### config.mk
export PLATFORM = sky130hd
export DESIGN_NAME = acu_ctrl_unit
export DESIGN_NICKNAME = d
export VERILOG_FILES = /design/src/rtl/acu_pkg.sv /design/src/rtl/acu_step_seq.sv /design/src/rtl/acu_op_decode.sv /design/src/rtl/acu_ctrl_terms.sv /design/src/rtl/acu_ctrl_unit.sv
export SDC_FILE = /design/constraint.sdc
export NUM_CORES = 1
export LEC_CHECK = 0
export ABC_AREA = 1
export CORE_AREA = 2 2 39 41
export DETAILED_ROUTE_END_ITERATION = 10
export DIE_AREA = 0 0 41 43
export DONT_BUFFER_PORTS = 1
export GPL_TIMING_DRIVEN = 0
export HOLD_SLACK_MARGIN = 0.06
export PLACE_DENSITY = 0.43
export SLEW_MARGIN = 0
export SYNTH_ARGS = -nofsm -noshare
export SYNTH_HDL_FRONTEND = slang
export SYNTH_SLANG_ARGS = --single-unit
### constraint.sdc
create_clock -name clk -period 2.5 [get_ports clk]
set_clock_uncertainty 0.05 [all_clocks]
set_input_delay 0.25 -clock clk [delete_from_list [all_inputs] [get_ports clk]]
set_output_delay 0.25 -clock clk [all_outputs]
set_load 0.005 [all_outputs]
### src/rtl/acu_pkg.sv
package acu_pkg;

    localparam int NUM_STEPS   = 8;
    localparam int OP_W        = 2;
    localparam int DECODE_FROM = 3;
    localparam int STEP_W      = $clog2(NUM_STEPS);

    typedef enum logic [STEP_W-1:0] {
        ST_T0 = 3'd0,
        ST_T1 = 3'd1,
        ST_T2 = 3'd2,
        ST_T3 = 3'd3,
        ST_T4 = 3'd4,
        ST_T5 = 3'd5,
        ST_T6 = 3'd6,
        ST_T7 = 3'd7
    } step_e;

    typedef enum logic [OP_W-1:0] {
        OP_LOAD  = 2'b00,
        OP_ADD   = 2'b01,
        OP_STORE = 2'b10,
        OP_BRZ   = 2'b11
    } op_e;

    typedef struct packed {
        logic ld;
        logic ad;
        logic st;
        logic bz;
    } op_lines_t;

endpackage

### src/rtl/acu_step_seq.sv
module acu_step_seq
    import acu_pkg::*;
(
    input  logic                 clk,
    input  logic                 rst,
    input  logic                 restart,
    output logic [NUM_STEPS-1:0] step_oh
);

    step_e step_q;
    step_e step_d;

    // State register
    always_ff @(posedge clk) begin
        if (rst) begin
            step_q <= ST_T0;
        end else begin
            step_q <= step_d;
        end
    end

    // Next step: advance by one unless the current instruction ends here
    always_comb begin
        step_d = ST_T0;
        unique case (step_q)
            ST_T0: step_d = restart ? ST_T0 : ST_T1;
            ST_T1: step_d = restart ? ST_T0 : ST_T2;
            ST_T2: step_d = restart ? ST_T0 : ST_T3;
            ST_T3: step_d = restart ? ST_T0 : ST_T4;
            ST_T4: step_d = restart ? ST_T0 : ST_T5;
            ST_T5: step_d = restart ? ST_T0 : ST_T6;
            ST_T6: step_d = restart ? ST_T0 : ST_T7;
            ST_T7: step_d = ST_T0;
            default: step_d = ST_T0;
        endcase
    end

    // One-hot expansion of the step state
    for (genvar k = 0; k < NUM_STEPS; k++) begin : g_oh
        assign step_oh[k] = (step_q == step_e'(k));
    end

    p_reset_to_t0_r1: assert property (@(posedge clk)
        rst |=> (step_oh == {{(NUM_STEPS-1){1'b0}}, 1'b1}));

    p_onehot_r9: assert property (@(posedge clk) disable iff (rst)
        $countones(step_oh) == 1);

    p_advance_r9: assert property (@(posedge clk) disable iff (rst)
        !restart |=> (step_oh == ($past(step_oh) << 1)));

endmodule

### src/rtl/acu_op_decode.sv
module acu_op_decode
    import acu_pkg::*;
(
    input  logic [OP_W-1:0]      ir_op,
    input  logic [NUM_STEPS-1:0] step_oh,
    output op_lines_t            ops
);

    logic decode_en;

    // Opcode lines are only live once the instruction register is stable
    assign decode_en = ~|step_oh[DECODE_FROM-1:0] & |step_oh[NUM_STEPS-1:DECODE_FROM];

    always_comb begin
        ops = '0;
        if (decode_en) begin
            unique case (op_e'(ir_op))
                OP_LOAD:  ops.ld = 1'b1;
                OP_ADD:   ops.ad = 1'b1;
                OP_STORE: ops.st = 1'b1;
                OP_BRZ:   ops.bz = 1'b1;
                default:  ops = '0;
            endcase
        end
    end

endmodule

### src/rtl/acu_ctrl_terms.sv
module acu_ctrl_terms
    import acu_pkg::*;
(
    input  logic [NUM_STEPS-1:0] step_oh,
    input  op_lines_t            ops,
    input  logic                 acc_is_zero,
    output logic                 restart,
    output logic                 pc_drive,
    output logic                 mar_load,
    output logic                 mem_read,
    output logic                 pc_step,
    output logic                 mdr_drive,
    output logic                 ir_load,
    output logic                 ir_addr_drive,
    output logic                 acc_load,
    output logic                 acc_drive,
    output logic                 alu_sum,
    output logic                 tmp_drive,
    output logic                 mdr_load,
    output logic                 mem_write,
    output logic                 pc_load
);

    logic t0, t1, t2, t4, t5, t6, t7;
    logic mem_op;
    logic taken;

    assign t0 = step_oh[0];
    assign t1 = step_oh[1];
    assign t2 = step_oh[2];
    assign t4 = step_oh[4];
    assign t5 = step_oh[5];
    assign t6 = step_oh[6];
    assign t7 = step_oh[7];

    assign mem_op = ops.ld | ops.ad | ops.st;
    assign taken  = ops.bz & acc_is_zero;

    // Sum-of-products control terms
    always_comb begin
        pc_drive      = t0;
        mar_load      = t0 | (mem_op & t4);
        mem_read      = t1 | ((ops.ld | ops.ad) & t5);
        pc_step       = t1;
        mdr_drive     = t2 | (ops.ld & t6);
        ir_load       = t2;
        ir_addr_drive = (mem_op & t4) | (taken & t4);
        acc_load      = (ops.ld & t6) | (ops.ad & t7);
        acc_drive     = (ops.st & t5) | (ops.ad & t6);
        alu_sum       = ops.ad & t6;
        tmp_drive     = ops.ad & t7;
        mdr_load      = ops.st & t5;
        mem_write     = ops.st & t6;
        pc_load       = taken & t4;
        restart       = (ops.ld & t6) | (ops.st & t6) | (ops.ad & t7) | (ops.bz & t5) | t7;
    end

    // a program counter load only ever comes with a zero accumulator
    always_comb begin
        if (pc_load) begin
            a_branch_cond_r7: assert (acc_is_zero && ir_addr_drive);
        end
    end

endmodule

### src/rtl/acu_ctrl_unit.sv
module acu_ctrl_unit
    import acu_pkg::*;
(
    input  logic                 clk,
    input  logic                 rst,
    input  logic [OP_W-1:0]      ir_op,
    input  logic                 acc_is_zero,
    output logic [NUM_STEPS-1:0] step_oh,
    output logic                 pc_drive,
    output logic                 mar_load,
    output logic                 mem_read,
    output logic                 pc_step,
    output logic                 mdr_drive,
    output logic                 ir_load,
    output logic                 ir_addr_drive,
    output logic                 acc_load,
    output logic                 acc_drive,
    output logic                 alu_sum,
    output logic                 tmp_drive,
    output logic                 mdr_load,
    output logic                 mem_write,
    output logic                 pc_load
);

    logic      restart;
    op_lines_t ops;

    acu_step_seq u_seq (
        .clk     (clk),
        .rst     (rst),
        .restart (restart),
        .step_oh (step_oh)
    );

    acu_op_decode u_dec (
        .ir_op   (ir_op),
        .step_oh (step_oh),
        .ops     (ops)
    );

    acu_ctrl_terms u_terms (
        .step_oh       (step_oh),
        .ops           (ops),
        .acc_is_zero   (acc_is_zero),
        .restart       (restart),
        .pc_drive      (pc_drive),
        .mar_load      (mar_load),
        .mem_read      (mem_read),
        .pc_step       (pc_step),
        .mdr_drive     (mdr_drive),
        .ir_load       (ir_load),
        .ir_addr_drive (ir_addr_drive),
        .acc_load      (acc_load),
        .acc_drive     (acc_drive),
        .alu_sum       (alu_sum),
        .tmp_drive     (tmp_drive),
        .mdr_load      (mdr_load),
        .mem_write     (mem_write),
        .pc_load       (pc_load)
    );

    p_fetch_quiet_r3: assert property (@(posedge clk) disable iff (rst)
        (|step_oh[DECODE_FROM-1:0]) |->
            !(ir_addr_drive | acc_load | acc_drive | alu_sum | tmp_drive | mdr_load | mem_write | pc_load));

    p_load_end_r4: assert property (@(posedge clk) disable iff (rst)
        (acc_load && mdr_drive) |=> step_oh[0]);

    p_add_tail_r5: assert property (@(posedge clk) disable iff (rst)
        alu_sum |=> (tmp_drive && acc_load));

    p_store_end_r6: assert property (@(posedge clk) disable iff (rst)
        mem_write |=> step_oh[0]);

    p_decode_idle_r2: assert property (@(posedge clk) disable iff (rst)
        ir_load |=> !(pc_drive | mar_load | mem_read | pc_step | mdr_drive | ir_load | ir_addr_drive
                     | acc_load | acc_drive | alu_sum | tmp_drive | mdr_load | mem_write | pc_load));

endmodule

==> results.json, run 1 <==
{
  "grt_usage": 0.0831,
  "cts_buffer_depth": 2,
  "criticalPathCategory": "flip-flop to output port",
  "ir_drop_mv": 0.162,
  "fp-row-count": 14,
  "fin_crit_sh": 0.608,
  "worst_setup_path_start_kind": "flip-flop",
  "cts_hold_buf": 0,
  "diodes": 0,
  "slew_viol_final": 0,
  "ys_types": 15,
  "cts_root_buf": "clkbuf_4",
  "syn_nets": 63,
  "grt_pass1_wl_um": 993,
  "crit_path_end_kind": "output port",
  "final_cell_mix": "12 x inv_1, 12 x nor2_1, 9 x nand2_1",
  "grt_max_degree": 11,
  "max_freq_mhz": 658,
  "synthCells": 58,
  "synth_area_um2": 318,
  "die_x_um": 41,
  "pre_cts_ws_ns": 1.19,
  "clk-insertion-delay-late_ns": 0.23,
  "firstDrtPassIters": 2,
  "synth_warnings": 0,
  "grt-ovfl-total": 0,
  "tns_ns": 0,
  "placed_area_um2": 338,
  "avgSynthCellArea_um2": 5.48,
  "yosysSeqAreaShare": 0.189,
  "gp_congestion": 0.706,
  "fp.coreArea_um2": 1380,
  "post_cts_buffers": 0,
  "critPathMaxFanout": 5,
  "postRouteAntennaNets": 0,
  "dp.cells": 74,
  "slowest_delay_ns": 0.40,
  "worst_slew_pin_slew_ns": 0.378,
  "whs_ns": 0.155,
  "largest-register": "u_seq.step_q",
  "total_power_mw": 0.181,
  "clk_pin_slew_ns": 0.03,
  "setup_slack_ns": 0.979,
  "max_cap_viol_count": 0,
  "final.min_clock_period_ns": 1.52,
  "layout.nets": 68,
  "grt_pass1_vias": 261,
  "floorplan.initialDensity": 0.230,
  "cp.required_ns": 2.20,
  "drc": 0,
  "wl_per_cell_um": 9.45,
  "fillers": 175,
  "cpMaxStageDelayCell": "dfxtp_1",
  "portBuffers": 0,
  "cts_tree": "built",
  "dp_hpwl_um": 617,
  "wl_um": 737,
  "htree_levels": 1,
  "die_h_um": 43,
  "rsz0062_at_grt": "false",
  "drive_gt1_frac": 0.226,
  "synth-seq-cells": 3,
  "cp.buffers_inverters": 2,
  "design_area_um2": 364,
  "largest_reg_flops": 3,
  "slew_headroom": 0.746,
  "pin_count": 27,
  "final_util": 0.263,
  "drt_iter0_drc": 4,
  "via_per_inst": 4.24,
  "min_path_type": "primary input to flip-flop",
  "hold_viol": 0,
  "vias": 331,
  "status": "finished, final reports clean",
  "ctsResizeCount": 0,
  "critical_path.cell_chain": "inv_1 -> nor3_1 -> buf_4",
  "top_regs": "u_seq.step_q x3",
  "p_leak_nw": 0.227,
  "clock-sinks": 3,
  "power_density_nw_per_um2": 498,
  "arrival_ns": 1.22,
  "antenna_found_initial": 0,
  "syn_to_final_growth_pct": 14.6,
  "stdcell_count": 78,
  "dieArea_um2": 1760,
  "finalSetupViolCount": 0,
  "crit_family": "flip-flops",
  "numCtsBuffers": 3
}
[cells by family after synthesis]
kind of cell | synth area share
simple gates | 0.472
buf+inv | 0.272
compound gates | 0.0669
flops | 0.189
[path summary, 6_finish.rpt]
path	start	end	slack [ns]	cells after the start
setup reg to reg	u_seq.step_q[2]	u_seq.step_q[1]	1.33	6
hold / removal	rst	u_seq.step_q[0]	0.15	3
hold reg to reg	u_seq.step_q[0]	u_seq.step_q[0]	0.57	3
setup / recovery	u_seq.step_q[1]	step_oh[2]	0.98	3
[power by group]
group | total (mW) | switching (mW) | internal [mW]
clock | 0.0821 | 0.0225 | 0.0596
combinational | 0.0420 | 0.0254 | 0.0166
sequential | 0.0573 | 0.00538 | 0.0519
total | 0.181 | 0.0533 | 0.128
[worst register-to-register path: cells and delay by family, from the launching register on]
family                 cells  cell delay (ns)
buffers and inverters      1             0.14
flip-flops                 1             0.35
AND/OR/NAND/NOR            5             0.52
[synthesized netlist by cell type]
cell type / count / area [um2]
nand2_1: 9 / 33.8
nor3_1: 2 / 10.0
nor2_1: 12 / 45.0
nand3_1: 4 / 20.0
o22ai_1: 1 / 6.26
or2_1: 1 / 6.26
inv_1: 12 / 45.0
nand3_2: 1 / 10.0
a21oi_1: 3 / 15.0
dfxtp_1: 3 / 60.1
nand2_2: 1 / 6.26
inv_2: 2 / 7.51
buf_4: 3 / 22.5
nor2_2: 3 / 18.8
buf_6: 1 / 11.3
[layout make-up]
cell class / count / area, um2 / share of cell area
inverter: 14 / 52.6 / 0.144
clock buffer: 4 / 26.3 / 0.0722
multi-input combinational: 37 / 171 / 0.471
buffer: 4 / 33.8 / 0.0928
sequential: 3 / 60.1 / 0.165
tap: 16 / 20.0 / 0.0550
[metal layers]
layer | wire [um] | vias up | GRT usage
met5 | 0 | - | 0
met4 | 0 | 0 | 0.0600
met3 | 56 | 0 | 0.0157
met2 | 355 | 12 | 0.119
met1 | 325 | 142 | 0.105
li1 | - | 177 | -
(Power assumes the default switching activity.)
==> run 2, diff against run 1 <==
==> constraint.sdc (replaced) <==
create_clock -name clk -period 1.6 [get_ports clk]
set_clock_uncertainty 0.05 [all_clocks]
set_input_delay 0.16 -clock clk [delete_from_list [all_inputs] [get_ports clk]]
set_output_delay 0.16 -clock clk [all_outputs]
set_load 0.005 [all_outputs]
==> run 2 against run 1 <==
Compared with the run above: worst hold slack gained 0.14 ns; total power grew 57%; flip-flop and latch count is the same; via count grew 1.2%; largest power group unchanged; highest routed layer unchanged; final area grew 2.7%; combinational power grew 61%; largest cell class unchanged; sequential share of layout area shrank 0.44 points; wire length grew 0.14%; critical endpoint unchanged.
==> results.json, run 2 (synthesis gave the netlist of run 1 again) <==
{
  "status": "finished, final reports clean",
  "arrival_ns": 1.22,
  "portBuffers": 0,
  "tns_ns": 0,
  "vias": 335,
  "finalSetupViolCount": 0,
  "largest_reg_flops": 3,
  "whs_ns": 0.295,
  "grt-ovfl-total": 0,
  "grt_pass1_vias": 255,
  "hold_viol": 0,
  "swShare": 0.293,
  "criticalPathCategory": "flip-flop to output port",
  "max_cap_viol_count": 0,
  "dieArea_um2": 1760,
  "antenna_found_initial": 0,
  "floorplan.initialDensity": 0.230,
  "cts_buffer_depth": 2,
  "drive_gt1_frac": 0.222,
  "cts_root_buf": "clkbuf_4",
  "firstDrtPassIters": 2,
  "die_h_um": 43,
  "cellInternalPower_mw": 0.202,
  "max_freq_mhz": 699,
  "power_density_nw_per_um2": 763,
  "slowest_delay_ns": 0.40,
  "min_path_type": "primary input to flip-flop",
  "rsz0062_at_grt": "false",
  "cp.required_ns": 1.39,
  "grt_usage": 0.0821,
  "clk_pin_slew_ns": 0.03,
  "worst_setup_path_start_kind": "flip-flop",
  "clock-sinks": 3,
  "setup_slack_ns": 0.169,
  "dp_hpwl_um": 617,
  "numCtsBuffers": 3,
  "final_util": 0.270,
  "final_cell_mix": "12 x inv_1, 12 x nor2_1, 9 x nand2_1",
  "wl_per_cell_um": 9.34,
  "p_sw_mw": 0.0835,
  "wl_um": 738,
  "layout.nets": 69,
  "power.share.combinational": 0.236,
  "post_cts_buffers": 0,
  "critPathMaxFanout": 5,
  "gp_congestion": 0.706,
  "syn_to_final_growth_pct": 17.7,
  "postRouteAntennaNets": 0,
  "grt_max_degree": 11,
  "fillers": 175,
  "fp.coreArea_um2": 1380,
  "design_area_um2": 374,
  "slew_viol_final": 0,
  "crit_path_end_kind": "output port",
  "drt_iter0_drc": 4,
  "p_leak_nw": 0.231,
  "clkPwrFrac": 0.450,
  "diodes": 0,
  "pin_count": 27,
  "ir_drop_mv": 0.253,
  "top_regs": "u_seq.step_q x3",
  "placed_area_um2": 338,
  "cts_tree": "built",
  "grt_pass1_wl_um": 979,
  "via_per_inst": 4.24,
  "drc": 0,
  "cpMaxStageDelayCell": "dfxtp_1",
  "pre_cts_ws_ns": 0.381,
  "stdcell_count": 79,
  "final.min_clock_period_ns": 1.43,
  "clk-insertion-delay-late_ns": 0.23,
  "critical_path.cell_chain": "inv_1 -> nor3_1 -> buf_4",
  "total_power_mw": 0.285,
  "fin_crit_sh": 0.894,
  "dp.cells": 74,
  "slew_headroom": 0.746,
  "seq_power_share": 0.314,
  "worst_slew_pin_slew_ns": 0.378,
  "fp-row-count": 14,
  "largest-register": "u_seq.step_q",
  "die_x_um": 41,
  "htree_levels": 1
}
[run 2: changes by cell type in the layout (fill, tap and decap cells not counted), sizes merged]
cell and delta:
dlygate4sd3 +1
[run 2: critical path, delay by kind of cell, from the launching register on]
kind	cells	cell delay (ns)
AND/OR/NAND/NOR	1	0.31
flip-flops	1	0.40
buffers and inverters	2	0.27
[run 2: metal layers]
layer,vias to the layer above,track usage,wire length [um]
met1,144,0.102,318
met3,0,0.0157,60
li1,179,-,-
met5,-,0,0
met2,12,0.119,359
met4,0,0.0600,0
[run 2: layout make-up]
class | count | area (um2) | area share
Timing Repair Buffer | 1 | 10.0 | 0.0268
Inverter | 14 | 52.6 | 0.140
Buffer | 4 | 33.8 | 0.0903
Clock buffer | 4 | 26.3 | 0.0702
Sequential cell | 3 | 60.1 | 0.161
Tap cell | 16 | 20.0 | 0.0535
Multi-Input combinational cell | 37 | 171 | 0.458
[run 2: what timing repair did]
action,in CTS,in global routing
gates resized for setup,0,0
hold endpoints to repair,1,0
hold buffers,1,0
[run 2: final timing paths]
kind	start	endpoint	slack [ns]	cells past startpoint
hold reg to reg	u_seq.step_q[0]	u_seq.step_q[0]	0.57	3
hold / removal	ir_op[1]	u_seq.step_q[2]	0.30	5
setup reg to reg	u_seq.step_q[2]	u_seq.step_q[1]	0.43	6
setup / recovery	u_seq.step_q[1]	step_oh[2]	0.17	3
[run 2: power by group through the flow]
stage	registers, mW	clock network, mW	logic [mW]
after CTS	0.0896	0.137	0.0692
after global placement	0.0906	0	0.0666
after floorplan	0.0887	0	0.0578
after detailed placement	0.0907	0	0.0671
after global routing	0.0904	0.141	0.0769
final	0.0896	0.128	0.0675
==> run 3, diff against run 2 <==
--- a/config.mk
+++ b/config.mk
@@ -6,12 +6,14 @@
 export NUM_CORES = 1
 export LEC_CHECK = 0
 export ABC_AREA = 1
+export CAP_MARGIN = 20
 export CORE_AREA = 2 2 39 41
 export DETAILED_ROUTE_END_ITERATION = 10
 export DIE_AREA = 0 0 41 43
 export DONT_BUFFER_PORTS = 1
 export GPL_TIMING_DRIVEN = 0
 export HOLD_SLACK_MARGIN = 0.06
+export MAX_ROUTING_LAYER = met4
 export PLACE_DENSITY = 0.43
 export SLEW_MARGIN = 0
 export SYNTH_ARGS = -nofsm -noshare
==> results of run 3 <==
The final DEF is identical to that of run 2; final timing and power are the same.
Main changes from that run: final weighted congestion in routability-driven placement 0.706 -> 0.714; overall routing resource usage 0.0821 -> 0.0841
